===== src/rtl/cs_pkg.sv =====
package cs_pkg;
  localparam int WORD_W = 32;
  localparam int TYPE_W = 2;
  localparam logic [WORD_W-3:0] IDLE_FILL = '1;
  localparam logic [1:0] MARK_BITS = 2'b11;

  function automatic logic type_is_data(input logic [TYPE_W-1:0] t);
    return t != '0;
  endfunction

  function automatic logic word_is_idle(input logic [TYPE_W-1:0] t,
                                        input logic [WORD_W-1:0] w);
    return (t == '0) && (w[WORD_W-1:2] == IDLE_FILL);
  endfunction

  function automatic logic word_has_mark(input logic [WORD_W-1:0] w);
    return w[1:0] == MARK_BITS;
  endfunction
endpackage


===== src/rtl/cs_word_class.sv =====
module cs_word_class
  import cs_pkg::*;
(
  input  logic              valid,
  input  logic [TYPE_W-1:0] wtype,
  input  logic [WORD_W-1:0] word,
  output logic              is_data,
  output logic              is_cmd,
  output logic              is_idle,
  output logic              has_mark
);
  always_comb begin
    is_data  = valid && type_is_data(wtype);
    is_cmd   = valid && !type_is_data(wtype);
    is_idle  = valid && word_is_idle(wtype, word);
    has_mark = word_has_mark(word);
  end
endmodule


===== config.mk =====
export PLATFORM = sky130hd
export DESIGN_NAME = cs_word_class
export DESIGN_NICKNAME = d
export VERILOG_FILES = /design/src/rtl/cs_pkg.sv /design/src/rtl/cs_word_class.sv
export SDC_FILE = /design/constraint.sdc
export NUM_CORES = 1
export LEC_CHECK = 0
export ABC_AREA = 1
export BUFFER_PORTS_ARGS = -buffer_cell sky130_fd_sc_hd__clkbuf_2
export CORE_AREA = 2 2 39 41
export DETAILED_ROUTE_END_ITERATION = 16
export DIE_AREA = 0 0 41 43
export PLACE_DENSITY_LB_ADDON = 0.1
export SYNTH_ARGS = -nofsm -noshare
export SYNTH_HDL_FRONTEND = slang
export SYNTH_SLANG_ARGS = --single-unit

===== constraint.sdc =====
create_clock -name vclk -period 1.3
set_input_delay 0.26 -clock vclk [all_inputs]
set_output_delay 0.26 -clock vclk [all_outputs]
set_load 0.005 [all_outputs]

# Word level (Yosys, flattened, before mapping)

Index checks and enable logic that the tools add are counted.

$add $sub $neg: 0
Multipliers: 0
Div/mod/pow operators: 0
Order comparisons: 0
Equality and inequality tests: 2
Shifts and indexed selects: 0
Mux-type cells: 0
Bitwise gates (word level): 0
Reduce and logical (&&, ||, !) cells: 7

Operators by type and width:

| cell                                         | count |
|---|---|
| 30-bit equality test (second input constant) | 1 |
| 1-bit logical AND                            | 4 |
| 2-bit equality test (second input constant)  | 1 |
| 2-bit zero test                              | 1 |
| 2-bit nonzero test                           | 1 |
| 1-bit zero test                              | 1 |

Register bits: 0
Latch bits: 0
RAM bits: 0
ROM bits: 0
Input port bits: 35
Output and inout bits: 4
Logic and storage cells: 9
Memories: 0

# Logic depth before layout (Yosys ltp)

Word-level depth: 3
Gate-level depth with buffers: 6
Gate-level depth less buffers: 6

# Worst setup path after synthesis

No wires, ideal clock.

Path type: input -> output
Start: input port wtype[1]
End: output port is_idle
Arrival: 0.677 ns
Setup slack: 0.363 ns
Stages: 3
Path buffers: 0
Cells stage by stage: nor3_2 > nand3b_1 > nor2_1

Cells in the longest elaborated chain, start to end: 3

RTL lines:

| item              | RTL line            | source |
|---|---|---|
| from (decl)       | cs_word_class.sv:5  | `input logic [TYPE_W-1:0] wtype,` |
| 2-bit zero test   | cs_pkg.sv:13        | `return (t == '0) && (w[WORD_W-1:2] == IDLE_FILL);` |
| 1-bit logical AND | cs_pkg.sv:13        |  |
| 1-bit logical AND | cs_word_class.sv:15 | `is_idle = valid && word_is_idle(wtype, word);` |
| to (decl)         | cs_word_class.sv:9  | `output logic is_idle,` |

No other way between the ends.

# Final worst setup path

Start: input port word[13]
End: output port is_idle

Cells in the longest elaborated chain, start to end: 3

RTL lines:

| item                 | RTL line            | source |
|---|---|---|
| from (decl)          | cs_word_class.sv:6  | `input logic [WORD_W-1:0] word,` |
| 30-bit equality test | cs_pkg.sv:13        |  |
| 1-bit logical AND    | cs_pkg.sv:13        |  |
| 1-bit logical AND    | cs_word_class.sv:15 |  |

No other way between the ends.

==> flow_metrics.tcl <==
set metrics [dict create \
    syn-num-nets 66 \
    grt_pass1_wl_um 752 \
    grt_antenna_before_repair 0 \
    postCtsHoldBufs 0 \
    rsz0062_at_grt "no" \
    synth_area_um2 131 \
    critical_path_required_ns 1.04 \
    wl_um 460 \
    min_path_type "in -> out" \
    nets 107 \
    dr.pass1.iters 1 \
    cts-resized-gates 0 \
    post_cts_buffers 0 \
    n_antenna_cell 0 \
    path_class "in -> out" \
    report.final.slew_viol_count 0 \
    clkbuf_count 0 \
    start_util 0.0949 \
    avgSynthCellArea_um2 4.24 \
    path_max_fanout 1 \
    finish.instance_area_um2 347 \
    core-area_um2 1380 \
    hpwl_um 485 \
    endpoint "is_idle" \
    wl_per_cell_um 5.35 \
    synth_mux_area_frac 0 \
    grt_pass1_vias 234 \
    synth_xor_area_frac 0 \
    ant_nets 0 \
    die_h_um 43 \
    num_rows 14 \
    routed.top_layer "met3" \
    synth_most_common_cell "nand2_1" \
    grtUsageTotal 0.0549 \
    synth_fa_ha_area_frac 0 \
    die_w_um 41 \
    drive_above_1_share 0.571 \
    synth_common_cells "nand2_1, nor2_1, inv_1, nand4_1" \
    finalCritPeriodShare 0.867 \
    fmax_mhz 887 \
    dr_wl_met2_um 232 \
    port_buffers 39 \
    crit_arrival_ns 0.87 \
    outcome "finished clean" \
    final.fill_count 160 \
    synth.yosys.warnings 0 \
    synth-seq-area-share 0 \
    grt_remaining_overflow 0 \
    cp-start-kind "input pin" \
    synth_top_family_by_area "simple AND/OR/NAND/NOR gates" \
    drc_errors 0 \
    hold_viol_final 0 \
    relSlewSlack 0.896 \
    fin_tns_setup_ns 0 \
    vdd_drop_max_v 0.0000441 \
    met1Wirelength_um 165 \
    area_growth_pct 164 \
    dieArea_um2 1760 \
    crit_path_start "word[13]" \
    vias 302 \
    n_sequential_cell 0 \
    top_level_ports 39 \
    p_leak_nw 0.219 \
    place_congestion 0.554 \
    ys_top_cells_by_area "nand2_1, nor2_1, nand4_1" \
    wl_met3_um 63 \
    endpoint_kind "primary output" \
    place_area_um2 347 \
    via_per_inst 3.51 \
    synthDominantCellAreaShare 0.429 \
    setup_viol 0 \
    ys_types 6 \
    post-route-min-period_ns 1.13 \
    regArea_um2 0 \
    drt_iter0_markers 0 \
    stdcell_count 86 \
    p_per_area_nw_per_um2 206 \
    grt_max_degree 3 \
    postSynthCellCount 31 \
    synth_top_area_cell "nand2_1" \
    synth-compound-area-share 0 \
    worst_pin_slew_ns 0.156 \
    dp.cells 86 \
    drv_cap 0 \
    yosys.area_share.simple 0.943 \
]
[report_power, final]
| part | switching, W | total (W) | leakage (nW) | internal [W] |
|---|---|---|---|---|
| sequential | 0 | 0 | 0 | 0 |
| clock | 0 | 0 | 0 | 0 |
| combinational | 0.0000240 | 0.0000713 | 0.219 | 0.0000473 |
[layer usage]
layer / global-route usage / vias to the layer above
li1: - / 176
met4: 0 / 0
met5: 0 / -
met1: 0.0665 / 108
met2: 0.106 / 18
met3: 0 / 0
[metrics by stage]
| stage | setup WS (ns) | util | hold slack (ns) | total power [W] |
|---|---|---|---|---|
| floorplan | 0.363 | - | 0.548 | 0.0000165 |
| global placement | 0.131 | 0.250 | 0.765 | 0.0000726 |
| detailed placement | 0.135 | 0.250 | 0.762 | 0.0000725 |
| CTS | 0.133 | 0.250 | 0.763 | 0.0000727 |
| global route | 0.00708 | 0.250 | 0.792 | 0.0000832 |
| finish | 0.173 | 0.250 | 0.758 | 0.0000713 |
[worst min path at each step]
stage                         from  slack (ns)      to  cells past startpoint
after floorplan           wtype[1]        0.55  is_cmd                      1
after global placement    wtype[0]        0.77  is_cmd                      3
after detailed placement  wtype[1]        0.76  is_cmd                      3
after CTS                 wtype[1]        0.76  is_cmd                      3
after global routing      wtype[1]        0.79  is_cmd                      3
final                     wtype[1]        0.76  is_cmd                      3
[critical path, stage by stage]
cell	delay, ns
clkbuf_2	0.07
nand2_1	0.04
nor2_1	0.10
nand2_1	0.06
nor2_1	0.09
nand2_1	0.05
nor2_1	0.07
clkbuf_2	0.11
[placed cells by master (no fill, tap or decap), drive strengths merged]
master and n:
clkbuf 39, nand2 15, nor2 10, inv 2, nand4 2, nor3 1, nand3b 1
[cells by family (layout without fill, tap and decap cells)]
| family | after synthesis | in the layout |
|---|---|---|
| buf+inv | 2 | 41 |
| simple gates | 29 | 29 |
[final cells by class]
cell class	count	area, um^2	share of cell area
tap	16	20.0	0.0578
multi-input combinational	29	124	0.357
timing repair buffer	39	195	0.563
inverter	2	7.51	0.0217
Power figures use the tool's default switching activity.
